--- config.mk ---
export PLATFORM = sky130hd
export DESIGN_NAME = hostmbx_top
export DESIGN_NICKNAME = d
export VERILOG_FILES = /design/src/rtl/hostmbx_pkg.sv /design/src/rtl/hostmbx_sync.sv /design/src/rtl/hostmbx_decode.sv /design/src/rtl/hostmbx_fifo.sv /design/src/rtl/hostmbx_top.sv
export SDC_FILE = /design/constraint.sdc
export NUM_CORES = 1
export LEC_CHECK = 0
export BUFFER_PORTS_ARGS = -buffer_cell sky130_fd_sc_hd__buf_2
export CAP_MARGIN = 20
export CORE_ASPECT_RATIO = 1.5
export CORE_UTILIZATION = 60
export CTS_BUF_LIST = sky130_fd_sc_hd__clkbuf_4 sky130_fd_sc_hd__clkbuf_8
export DETAILED_ROUTE_END_ITERATION = 12
export GPL_ROUTABILITY_DRIVEN = 0
export HOLD_SLACK_MARGIN = 0.02
export PLACE_DENSITY = 0.78
export SYNTH_ARGS = -nofsm -noshare
export SYNTH_HDL_FRONTEND = slang
export SYNTH_HIERARCHICAL = 1
export SYNTH_SLANG_ARGS = --single-unit
--- constraint.sdc ---
create_clock -name clk -period 4.7 [get_ports clk]
set_input_delay 0.47 -clock clk [delete_from_list [all_inputs] [get_ports clk]]
set_output_delay 0.47 -clock clk [all_outputs]
set_load 0.01 [all_outputs]
--- src/rtl/hostmbx_pkg.sv ---
package hostmbx_pkg;
    typedef enum logic [2:0] {
        OP_NONE    = 3'd0,
        OP_CMD_WR  = 3'd1,
        OP_STAT_RD = 3'd2,
        OP_DATA_WR = 3'd3,
        OP_DATA_RD = 3'd4
    } host_op_e;
endpackage

--- src/rtl/hostmbx_sync.sv ---
module hostmbx_sync #(
    parameter int unsigned W      = 4,
    parameter int unsigned STAGES = 2
) (
    input  logic         clk,
    input  logic         rst_n,
    input  logic [W-1:0] din,
    output logic [W-1:0] dsync,
    output logic [W-1:0] dprev
);
    typedef struct packed {
        logic [STAGES:0][W-1:0] pipe;
    } sync_state_t;

    sync_state_t st_d, st_q;

    always_comb begin
        st_d = st_q;
        st_d.pipe[0] = din;
        for (int i = 1; i <= STAGES; i++) begin
            st_d.pipe[i] = st_q.pipe[i-1];
        end
    end

    always_ff @(posedge clk or negedge rst_n) begin
        if (!rst_n) begin
            st_q <= '1;
        end else begin
            st_q <= st_d;
        end
    end

    assign dsync = st_q.pipe[STAGES-1];
    assign dprev = st_q.pipe[STAGES];
endmodule

--- src/rtl/hostmbx_decode.sv ---
module hostmbx_decode
    import hostmbx_pkg::*;
(
    input  logic     en_n,
    input  logic     en_n_prev,
    input  logic     sel,
    input  logic     sel_prev,
    input  logic     rd_n,
    input  logic     rd_n_prev,
    input  logic     wr_n,
    input  logic     wr_n_prev,
    output host_op_e op
);
    logic ctl_ok;
    logic wr_edge;
    logic rd_edge;

    always_comb begin
        ctl_ok  = !en_n && !en_n_prev && (sel == sel_prev);
        wr_edge = wr_n_prev && !wr_n && rd_n;
        rd_edge = rd_n_prev && !rd_n && wr_n;
        op      = OP_NONE;
        if (ctl_ok) begin
            if (wr_edge) begin
                op = sel ? OP_DATA_WR : OP_CMD_WR;
            end else if (rd_edge) begin
                op = sel ? OP_DATA_RD : OP_STAT_RD;
            end
        end
    end
endmodule

--- src/rtl/hostmbx_fifo.sv ---
module hostmbx_fifo #(
    parameter int unsigned DEPTH = 12,
    parameter int unsigned WIDTH = 8
) (
    input  logic                           clk,
    input  logic                           rst_n,
    input  logic                           push,
    input  logic                           pop,
    input  logic                           flush,
    input  logic [WIDTH-1:0]               wdata,
    output logic [WIDTH-1:0]               head,
    output logic [$clog2(DEPTH+1)-1:0]     count,
    output logic                           empty,
    output logic                           full
);
    localparam int unsigned PW = $clog2(DEPTH);
    localparam int unsigned CW = $clog2(DEPTH + 1);

    typedef struct packed {
        logic [DEPTH-1:0][WIDTH-1:0] mem;
        logic [PW-1:0]               rd_ptr;
        logic [PW-1:0]               wr_ptr;
        logic [CW-1:0]               cnt;
    } fifo_state_t;

    fifo_state_t st_d, st_q;
    logic push_ok;
    logic pop_ok;

    always_comb begin
        st_d    = st_q;
        push_ok = push && (st_q.cnt != CW'(DEPTH));
        pop_ok  = pop && (st_q.cnt != '0);
        if (flush) begin
            st_d.rd_ptr = '0;
            st_d.wr_ptr = '0;
            st_d.cnt    = '0;
        end else begin
            if (push_ok) begin
                st_d.mem[st_q.wr_ptr] = wdata;
                st_d.wr_ptr = (st_q.wr_ptr == PW'(DEPTH - 1)) ? '0 : st_q.wr_ptr + 1'b1;
            end
            if (pop_ok) begin
                st_d.rd_ptr = (st_q.rd_ptr == PW'(DEPTH - 1)) ? '0 : st_q.rd_ptr + 1'b1;
            end
            if (push_ok && !pop_ok) begin
                st_d.cnt = st_q.cnt + 1'b1;
            end else if (pop_ok && !push_ok) begin
                st_d.cnt = st_q.cnt - 1'b1;
            end
        end
    end

    always_ff @(posedge clk or negedge rst_n) begin
        if (!rst_n) begin
            st_q <= '0;
        end else begin
            st_q <= st_d;
        end
    end

    assign head  = st_q.mem[st_q.rd_ptr];
    assign count = st_q.cnt;
    assign empty = (st_q.cnt == '0);
    assign full  = (st_q.cnt == CW'(DEPTH));
endmodule

--- src/rtl/hostmbx_top.sv ---
module hostmbx_top
    import hostmbx_pkg::*;
#(
    parameter int unsigned DEPTH       = 12,
    parameter int unsigned WIDTH       = 8,
    parameter int unsigned SYNC_STAGES = 2
) (
    input  logic             clk,
    input  logic             rst_n,
    input  logic             host_en_n,
    input  logic             host_sel,
    input  logic             host_rd_n,
    input  logic             host_wr_n,
    input  logic [WIDTH-1:0] host_wdata,
    output logic [WIDTH-1:0] host_rdata,
    output logic             data_wr_stb,
    output logic             data_rd_stb,
    output logic             abort_pulse,
    input  logic             brk_set,
    output logic             cmd_irq,
    input  logic             sub_cmd_pop,
    output logic [WIDTH-1:0] sub_cmd_data,
    input  logic             sub_stat_push,
    input  logic [WIDTH-1:0] sub_stat_data,
    output logic             stat_avail_n
);
    localparam int unsigned CW = $clog2(DEPTH + 1);

    typedef struct packed {
        logic [WIDTH-1:0] rdata;
        logic             irq;
        logic             abort;
        logic             dwr;
        logic             drd;
    } top_state_t;

    top_state_t st_d, st_q;

    logic [3:0]       ctl_sync;
    logic [3:0]       ctl_prev;
    host_op_e         op;
    logic             cmd_push;
    logic             cmd_full;
    logic             cmd_empty;
    logic [CW-1:0]    cmd_count;
    logic             stat_pop;
    logic             stat_flush;
    logic [WIDTH-1:0] stat_head;
    logic [CW-1:0]    stat_count;
    logic             stat_empty;
    logic             stat_full;

    hostmbx_sync #(
        .W      (4),
        .STAGES (SYNC_STAGES)
    ) sync_i (
        .clk   (clk),
        .rst_n (rst_n),
        .din   ({host_en_n, host_sel, host_rd_n, host_wr_n}),
        .dsync (ctl_sync),
        .dprev (ctl_prev)
    );

    hostmbx_decode decode_i (
        .en_n      (ctl_sync[3]),
        .en_n_prev (ctl_prev[3]),
        .sel       (ctl_sync[2]),
        .sel_prev  (ctl_prev[2]),
        .rd_n      (ctl_sync[1]),
        .rd_n_prev (ctl_prev[1]),
        .wr_n      (ctl_sync[0]),
        .wr_n_prev (ctl_prev[0]),
        .op        (op)
    );

    assign cmd_push   = (op == OP_CMD_WR);
    assign stat_pop   = (op == OP_STAT_RD);
    assign stat_flush = cmd_push && brk_set;

    hostmbx_fifo #(
        .DEPTH (DEPTH),
        .WIDTH (WIDTH)
    ) cmd_fifo_i (
        .clk   (clk),
        .rst_n (rst_n),
        .push  (cmd_push),
        .pop   (sub_cmd_pop),
        .flush (1'b0),
        .wdata (host_wdata),
        .head  (sub_cmd_data),
        .count (cmd_count),
        .empty (cmd_empty),
        .full  (cmd_full)
    );

    hostmbx_fifo #(
        .DEPTH (DEPTH),
        .WIDTH (WIDTH)
    ) stat_fifo_i (
        .clk   (clk),
        .rst_n (rst_n),
        .push  (sub_stat_push),
        .pop   (stat_pop),
        .flush (stat_flush),
        .wdata (sub_stat_data),
        .head  (stat_head),
        .count (stat_count),
        .empty (stat_empty),
        .full  (stat_full)
    );

    always_comb begin
        st_d       = st_q;
        st_d.abort = 1'b0;
        st_d.dwr   = 1'b0;
        st_d.drd   = 1'b0;
        case (op)
            OP_CMD_WR:  st_d.abort = brk_set;
            OP_STAT_RD: st_d.rdata = stat_empty ? '0 : stat_head;
            OP_DATA_WR: st_d.dwr   = 1'b1;
            OP_DATA_RD: st_d.drd   = 1'b1;
            default:    ;
        endcase
        if (cmd_push && !cmd_full) begin
            st_d.irq = 1'b1;
        end else if (sub_cmd_pop && (cmd_count == CW'(1))) begin
            st_d.irq = 1'b0;
        end
    end

    always_ff @(posedge clk or negedge rst_n) begin
        if (!rst_n) begin
            st_q <= '0;
        end else begin
            st_q <= st_d;
        end
    end

    assign host_rdata   = st_q.rdata;
    assign cmd_irq      = st_q.irq;
    assign abort_pulse  = st_q.abort;
    assign data_wr_stb  = st_q.dwr;
    assign data_rd_stb  = st_q.drd;
    assign stat_avail_n = (stat_count == '0);

    logic unused_ok;
    assign unused_ok = &{1'b0, cmd_empty, stat_full};
endmodule

# --- Word-level counts from Yosys, hierarchy flattened ---
# Index checks and enable logic that the tools add are counted.
totals:
  elab_cells: 135
  out_inout_bits: 21
  ff_bits: 240
classes:
  n_reduce_logical: 37
  muxes: 32
  bitwise_logic: 1
  n_eq_ne: 13
  magnitude_cmp: 6
  add_sub_neg: 8
op_table:
  columns: ["op", "n"]
  rows:
  - ["96-bit bitwise mux", 2]
  - ["8-bit binary-select mux with 4-bit select", 2]
  - ["8-bit demux with 4-bit select", 2]
  - ["4-bit two-way mux", 10]
  - ["8-bit two-way mux", 5]
  - ["4-bit by 1-bit adder with 4-bit output (second input constant)", 6]
  - ["4-bit equality test (second input constant)", 5]
  - ["4-bit by 5-bit < comparator with 1-bit output (second input constant)", 4]
  - ["1-bit logical AND", 19]
  - ["12-bit two-way mux", 1]
  - ["3-bit two-way mux", 4]
  - ["1-bit zero test", 9]
  - ["4-bit by 1-bit >= comparator with 1-bit output (second input constant)", 2]
  - ["4-bit != test (second input constant)", 2]
  - ["2-bit nonzero test", 4]
  - ["4-bit nonzero test", 2]
  - ["4-bit by 1-bit subtractor with 4-bit output (second input constant)", 2]
  - ["3-bit by 2-bit equality test with 1-bit output (second input constant)", 2]
  - ["1-bit two-way mux", 5]
  - ["4-bit by 1-bit equality test with 1-bit output (second input constant)", 1]
  - ["4-bit zero test", 1]
  - ["3-bit by 1-bit equality test with 1-bit output (second input constant)", 1]
  - ["3-bit equality test (second input constant)", 1]
  - ["3-bit nonzero test", 1]
  - ["4 further kinds", 4]

# --- Logic depth before layout (Yosys ltp) ---
# Gate-level depths: netlist (run 1).
depth:
  word_depth: 12
  depth_mapped: 14

# --- Modules after synthesis ---
# The synthesis (run 1) kept the hierarchy.
modules_own_cells:
  columns: ["mod", "cells_per_inst", "area_per_inst_um2", "instances"]
  rows:
  - ["hostmbx_fifo at stat_fifo_i", 396, 5351.4, 1]
  - ["hostmbx_fifo at cmd_fifo_i", 394, 5348.9, 1]
  - ["hostmbx_top", 50, 528.0, 1]
  - ["hostmbx_sync", 16, 345.3, 1]
  - ["hostmbx_decode", 8, 72.6, 1]

# --- Least setup slack after synthesis (run 1) ---
# No wires, ideal clock.
synth_path:
  kind: "reg2reg"
  startpoint: "register sync_i.st_q, in the netlist sync_i/dsync[2]"
  endpoint: "register cmd_fifo_i.st_q, in the netlist cmd_fifo_i/count[3]"
  n_path_buf: 1
  required_time_ps: 4566
  setup_slack_ps: 1153
  arrival_time_ps: 3414
  stages_incl_launch_ff: 12
  period_less_slack_ps: 3547
  cell_sequence: "dfstp_2 -> buf_4 -> xor2_1 -> nor4_1 -> nor3b_1 -> inv_1 -> or3_1 -> ha_1 -> a21oi_1 -> a211oi_1 -> mux2i_1 -> o211ai_1"
synth_rtl:
  columns: ["item", "line_no", "rtl"]
  rows:
  - ["start: declaration", "hostmbx_sync.sv:15", "sync_state_t st_d, st_q;"]
  - ["start signal: assignment", "hostmbx_sync.sv:29", "st_q <= st_d;"]
  - ["1-bit equality test (*)", "hostmbx_decode.sv:19", "ctl_ok = !en_n && !en_n_prev && (sel == sel_prev);"]
  - ["1-bit logical AND (*)", "hostmbx_decode.sv:19", null]
  - ["3-bit two-way mux (*)", "hostmbx_decode.sv:23", "if (ctl_ok) begin"]
  - ["via op[0]", "hostmbx_top.sv:41", "host_op_e op;"]
  - ["3-bit by 1-bit equality test with 1-bit output (*)", "hostmbx_top.sv:76", "assign cmd_push = (op == OP_CMD_WR);"]
  - ["via cmd_push", "hostmbx_top.sv:42", "logic cmd_push;"]
  - ["1-bit logical AND (*)", "hostmbx_fifo.sv:32", "push_ok = push && (st_q.cnt != CW'(DEPTH));"]
  - ["1-bit zero test", "hostmbx_fifo.sv:48", "end else if (pop_ok && !push_ok) begin"]
  - ["1-bit logical AND", "hostmbx_fifo.sv:48", null]
  - ["2-bit nonzero test (no line)", null, null]
  - ["end signal: assignment", "hostmbx_fifo.sv:58", "st_q <= st_d;"]
  - ["end: declaration", "hostmbx_fifo.sv:26", "fifo_state_t st_d, st_q;"]
# Mark *: on every way through the listed nets, which the timed path passes. The rest lies on a longest branch.
# A chain may end at the register's enable or synchronous reset.

# --- Final worst setup path (run 1) ---
layout_path:
  startpoint: "register sync_i.st_q, in the netlist sync_i/dsync[2]"
  endpoint: "register stat_fifo_i.st_q, in the netlist stat_fifo_i/count[3]"
layout_via:
  elab_chain_len: 10
layout_rtl:
  columns: ["item", "line_no", "rtl"]
  rows:
  - ["3-bit two-way mux", "hostmbx_decode.sv:27", "op = sel ? OP_DATA_RD : OP_STAT_RD;"]
  - ["3-bit two-way mux", "hostmbx_decode.sv:26", "end else if (rd_edge) begin"]
  - ["3-bit two-way mux", "hostmbx_decode.sv:24", "if (wr_edge) begin"]
  - ["3-bit two-way mux (*)", "hostmbx_decode.sv:23", null]
  - ["via op[2]", "hostmbx_top.sv:41", null]
  - ["3-bit by 2-bit equality test with 1-bit output (*)", "hostmbx_top.sv:77", "assign stat_pop = (op == OP_STAT_RD);"]
  - ["via stat_pop", "hostmbx_top.sv:46", "logic stat_pop;"]
  - ["1-bit logical AND (*)", "hostmbx_fifo.sv:33", "pop_ok = pop && (st_q.cnt != '0);"]
  - ["1-bit zero test", "hostmbx_fifo.sv:46", "if (push_ok && !pop_ok) begin"]
  - ["1-bit logical AND", "hostmbx_fifo.sv:46", null]
  - ["4-bit two-way mux", "hostmbx_fifo.sv:46", null]
  - ["12-bit two-way mux", "hostmbx_fifo.sv:34", "if (flush) begin"]
  - ["end signal: assignment", "hostmbx_fifo.sv:58", null]
  - ["end: declaration", "hostmbx_fifo.sv:26", null]
# Marked as above.

==> results of run 1 <==
## registers in the layout (all words and copies together) (netlist names)
signal / count
host_rdata: 8
cmd_irq: 1
stat_fifo_i/count: 4
sync_i/dsync: 4
sync_i/dprev: 4
data_wr_stb: 1
stat_fifo_i/st_q: 104
cmd_fifo_i/st_q: 104
abort_pulse: 1
cmd_fifo_i/count: 4
data_rd_stb: 1
sync_i/st_d: 4
## power breakdown
| part | switching (uW) | internal (uW) | total, uW |
|---|---|---|---|
| Sequential | 548 | 2590 | 3140 |
| Combinational | 768 | 1110 | 1880 |
| Clock | 791 | 1030 | 1820 |
| Total | 2110 | 4730 | 6840 |
## worst max-delay path, delay by kind of cell (launching register included)
kind            cells  cell delay, ns
compound gates      3            0.59
xor+xnor            1            0.11
flops               1            0.57
fa+ha+maj           1            0.36
mux                 1            0.22
simple gates        4            1.18
buf+inv             2            0.36
## worst max-delay path by stage
stage                              startpoint  cells after the start                                to
global placement    sync_i/dsync[0]$_DFF_PN1_                     12  stat_fifo_i/count[3]$_DFFE_PN0P_
floorplan           sync_i/dsync[2]$_DFF_PN1_                     11   cmd_fifo_i/count[3]$_DFFE_PN0P_
CTS                 sync_i/dsync[2]$_DFF_PN1_                     11   cmd_fifo_i/count[3]$_DFFE_PN0P_
global route        sync_i/dsync[2]$_DFF_PN1_                     12  stat_fifo_i/count[3]$_DFFE_PN0P_
detailed placement  sync_i/dsync[2]$_DFF_PN1_                     12  stat_fifo_i/count[3]$_DFFE_PN0P_
finish              sync_i/dsync[2]$_DFF_PN1_                     12  stat_fifo_i/count[3]$_DFFE_PN0P_
## stage by stage
stage	utilization, %	power [uW]	instance area [sq um]
6_report	66.9	6840	12800
5_1_grt	66.9	7250	12800
4_1_cts	66.9	6900	12800
3_5_place_dp	62.5	5050	11900
3_3_place_gp	62.5	4970	11900
2_1_floorplan	-	4620	11600
## cells in the final DEF, fill, tap and decap left out, drive strengths merged, types with 5 or more instances in the layout
master,count
a21oi,18
buf,54
clkbuf,60
dfrtp,228
dfstp,12
ha,14
inv,36
mux2,224
mux2i,6
mux4,32
nand2,44
nand2b,19
nand3,6
nor2,36
nor4,10
o21ai,18
o22ai,16
o32ai,16
xor2,5
## cell type report
cell class | instances | area [sq um] | share of cell area [%]
flip-flops and latches | 240 | 6020 | 47.2
well taps | 256 | 320 | 2.51
clock buffers | 60 | 719 | 5.64
inverters | 34 | 128 | 1.00
repair buffers | 58 | 340 | 2.67
clock inverters | 7 | 70.1 | 0.549
multi-input cells | 528 | 5160 | 40.5
## metal layers
layer	routed length, um	GRT usage [%]	share of wire, %
met1	8750	27.4	40
met2	12100	43.5	55
met3	666	4.17	3.0
met4	476	7.37	2.2
met5	0	0	0
==> flow_metrics.tcl, run 1 <==
set metrics [dict create \
    status "finished, violations left" \
    violations "hold timing" \
    total_leakage_power_uw 0.00587 \
    relSlewSlack_pct 31.4 \
    start_kind "flop" \
    cp_max_fo 17 \
    chipHeight_um 173 \
    grt-ovfl-total 0 \
    antenna_found_initial 0 \
    die_area_sq_um 20000 \
    finalSetupTns_ns 0 \
    worst_hold_path_type "primary input to async pin" \
    vias_per_cell 5.84 \
    path_clk_slew_ns 0.06 \
    drt_wl_total_um 22000 \
    area_growth_syn_to_layout_pct 9.66 \
    firstDrtPassIters 4 \
    hold_viol_final 2 \
    finalMaxSlewViolations 0 \
    die_width_um 116 \
    vias 6907 \
    max_freq_mhz 282 \
    clk-insertion-delay-late_ns 0.54 \
    r2r_end "stat_fifo_i/count[3]$_DFFE_PN0P_" \
    preCtsSetupSlack_ns 1.22 \
    post-cts-setup-buffers 0 \
    htreeDepth 2 \
    port_buffers 45 \
    power_density_nw_per_um2 536 \
    hold_buffers 4 \
    io_pins 46 \
    cts_sinks 240 \
    skew_ns 0.0221 \
    fp.coreArea_sq_um 19100 \
    rows 62 \
    placed_cells 1111 \
    final-setup-viol-count 0 \
    root_buffer "clkbuf_8" \
    nNetsFinal 940 \
    grt_max_degree 122 \
    track_usage_pct 23.6 \
    grt_pass1_wl_um 37300 \
    cts_made_buffers 37 \
    fill_cells 1430 \
    syn_area_sq_um 11600 \
    crit_path_top_delay_cell "dfstp_2" \
    reg2reg_depth 12 \
    drtIter0Drc 448 \
    start_util_pct 61.0 \
    setup_ws_ns 1.16 \
    dpl.hpwl_um 15000 \
    max_stage_delay_ns 0.57 \
    fin_crit_sh_pct 75.4 \
    hold_ws_ns -0.00155 \
    crit_path_end_kind "flop" \
    tightestPinTransition_ns 1.03 \
    layout_min_cycle_time_ns 3.54 \
    drc_errors 0 \
    r2r-start "sync_i/dsync[2]$_DFF_PN1_" \
    yosysWarnings 6 \
    rsz0062_at_grt "false" \
    peakVddDrop_mv 0.302 \
    ctsResizeCount 0 \
    max_cap_violations 0 \
    worstPathArrival_ns 3.94 \
    avgRoutedWirePerCell_um 18.6 \
    synth_fp_nets 904 \
    syn_area_per_cell_sq_um 13.5 \
    final_cell_count_no_fill 1183 \
    num_antenna_cells 0 \
    cp_data_required_time_ns 5.10 \
    worstPathCellList "xor2_1, nor4_1, or3b_1, buf_4, inv_1, o41a_1, or3_1, ha_1, nand3_1, a211oi_1, mux2i_1, o211ai_1" \
    cts_tree "yes" \
    worstSetupPathType "flop to flop" \
    drive_gt1_share_pct 45.4 \
    clockBufferDepth 3 \
    netlist_instances 863 \
    r2r_slack_ns 1.16 \
    ant_nets 0 \
    first_global_vias 7555 \
]
No activity file was read; power rests on OpenSTA's default activity.
==> run 2, diff against run 1 <==
--- a/config.mk
+++ b/config.mk
@@ -5,6 +5,7 @@
 export SDC_FILE = /design/constraint.sdc
 export NUM_CORES = 1
 export LEC_CHECK = 0
+export ABC_AREA = 1
 export BUFFER_PORTS_ARGS = -buffer_cell sky130_fd_sc_hd__buf_2
 export CAP_MARGIN = 20
 export CORE_ASPECT_RATIO = 1.5
==> constraint.sdc (replaced) <==
create_clock -name clk -period 3.3 [get_ports clk]
set_input_delay 0.33 -clock clk [delete_from_list [all_inputs] [get_ports clk]]
set_output_delay 0.33 -clock clk [all_outputs]
set_load 0.01 [all_outputs]
==> flow_metrics.tcl, run 2 <==
set metrics [dict create \
    area_growth_syn_to_layout_pct 8.42 \
    layout_common_cells "302 x nand2_1, 228 x dfrtp_1, 178 x o21ai_0" \
    port_buffers 45 \
    r2r_slack_ns 0.50 \
    hold_path_depth 4 \
    grt-ovfl-total 0 \
    fp.coreArea_sq_um 19200 \
    seqCellArea_sq_um 6020 \
    relSlewSlack_pct 44.5 \
    tightestPinTransition_ns 0.832 \
    firstDrtPassIters 5 \
    fin_crit_sh_pct 84.8 \
    cp_max_fo 7 \
    worstSetupPathType "flop to flop" \
    reg2reg_depth 16 \
    final-setup-viol-count 0 \
    io_pins 46 \
    drive_gt1_share_pct 18.9 \
    dpl.hpwl_um 17700 \
    cp_data_required_time_ns 3.72 \
    vias_per_cell 5.73 \
    start_util_pct 61.5 \
    crit_path_top_delay_cell "dfstp_2" \
    peakVddDrop_mv 0.442 \
    syn_area_sq_um 11800 \
    crit_path_end_kind "flop" \
    cpMostUsedCell "nand2_1" \
    chipHeight_um 174 \
    rows 62 \
    final_common_cell "nand2_1" \
    clk-insertion-delay-late_ns 0.53 \
    avgRoutedWirePerCell_um 16.7 \
    nNetsFinal 1371 \
    status "complete, no violations" \
    max_cap_violations 0 \
    fill_cells 1622 \
    max_stage_delay_ns 0.54 \
    htreeDepth 2 \
    cts_sinks 240 \
    netlist_instances 1318 \
    antenna_found_initial 0 \
    track_usage_pct 27.7 \
    ant_nets 0 \
    preCtsSetupSlack_ns 0.528 \
    layout_min_cycle_time_ns 2.80 \
    num_antenna_cells 0 \
    hold_viol_final 0 \
    yosysWarnings 6 \
    hold_ws_ns 0.100 \
    worstPathCellList "nand2_1, nor2_2, nor3b_2, nand3_1, inv_2, inv_1, a21oi_1, nand2_1, ha_1, a21o_1, nand2_1, nand2_1, inv_1, nand3_1, nand3_1, nand2_1" \
    syn_area_per_cell_sq_um 8.94 \
    skew_ns 0.0191 \
    worstPathArrival_ns 3.21 \
    first_global_vias 8851 \
    placed_cells 1542 \
    root_buffer "clkbuf_8" \
    final_cell_count_no_fill 1613 \
    drtIter0Drc 604 \
    worst_hold_path_type "primary input to flop" \
    clockBufferDepth 3 \
    power_density_nw_per_um2 780 \
    setup_ws_ns 0.501 \
    path_clk_slew_ns 0.06 \
    max_freq_mhz 357 \
    finalSetupTns_ns 0 \
    cts_made_buffers 37 \
    drt_wl_total_um 27000 \
    total_leakage_power_uw 0.00597 \
    cts_tree "yes" \
    grt_pass1_wl_um 43900 \
    vias 9242 \
    die_area_sq_um 20200 \
    finalMaxSlewViolations 0 \
    die_width_um 116 \
    grt_max_degree 111 \
    drc_errors 0 \
    rsz0062_at_grt "false" \
    multi_input_area_sq_um 4970 \
    start_kind "flop" \
]
[run 2: changes by cell type in the layout (fill, tap and decap cells not counted), moves of 35 or more]
| cell | change |
|---|---|
| nor2_1 | +93 |
| mux2_2 | -216 |
| nand2_1 | +282 |
| o21ai_1 | +53 |
| o21ai_2 | +71 |
| o21ai_0 | +169 |
| nand3_1 | +35 |
[run 2: path summary, 6_finish.rpt]
kind                                                 from                          endpoint
worst min register to register   sync_i/st_d[5]$_DFF_PN1_         sync_i/dsync[1]$_DFF_PN1_
worst min-delay path                          sub_cmd_pop               cmd_irq$_DFFE_PN0P_
min in group asynchronous                           rst_n   cmd_fifo_i/count[1]$_DFFE_PN0P_
worst max-delay path            sync_i/dsync[1]$_DFF_PN1_   cmd_fifo_i/count[3]$_DFFE_PN0P_
worst max register to register  sync_i/dsync[1]$_DFF_PN1_   cmd_fifo_i/count[3]$_DFFE_PN0P_
max in group asynchronous                           rst_n  stat_fifo_i/st_q[84]$_DFFE_PN0P_
[run 2: metrics by stage]
step | utilization [%] | total power [uW] | instance area (sq um)
2_1_floorplan | - | 6500 | 11800
3_3_place_gp | 62.2 | 7220 | 11900
3_5_place_dp | 62.2 | 7320 | 11900
4_1_cts | 66.7 | 10000 | 12800
5_1_grt | 66.7 | 10700 | 12800
6_report | 66.7 | 9960 | 12800
[run 2: layout make-up]
class,instances,area share (%)
flip-flops and latches,240,47.1
multi-input cells,922,38.9
clock buffers,64,6.06
repair buffers,62,3.13
well taps,256,2.51
inverters,67,1.97
clock inverters,2,0.304
[run 2: critical path, delay by kind of cell, from the launching register on]
kind | cells | cell delay, ns
compound gates | 2 | 0.47
flops | 1 | 0.54
simple gates | 10 | 1.16
buf+inv | 3 | 0.19
fa+ha+maj | 1 | 0.33
[run 2: repair_timing]
item / 4_1_cts / 5_1_grt
hold buffers: 5 / 0
setup buffers: 0 / 0
hold endpoints to repair: 98 / 0
gates resized for setup: 0 / 0
setup endpoints to repair: 0 / 0
[run 2: where the power goes]
part           internal (uW)  switching, uW
sequential              3630            456
combinational           1140           2060
clock                   1550           1120
[run 2: routing by layer]
layer	track usage, %	share of wire [%]	vias to the layer above
met2	49.2	53	239
met4	14.3	3.9	0
met5	0	0	-
li1	-	-	4431
met3	3.74	3.7	67
met1	31.9	39	4505
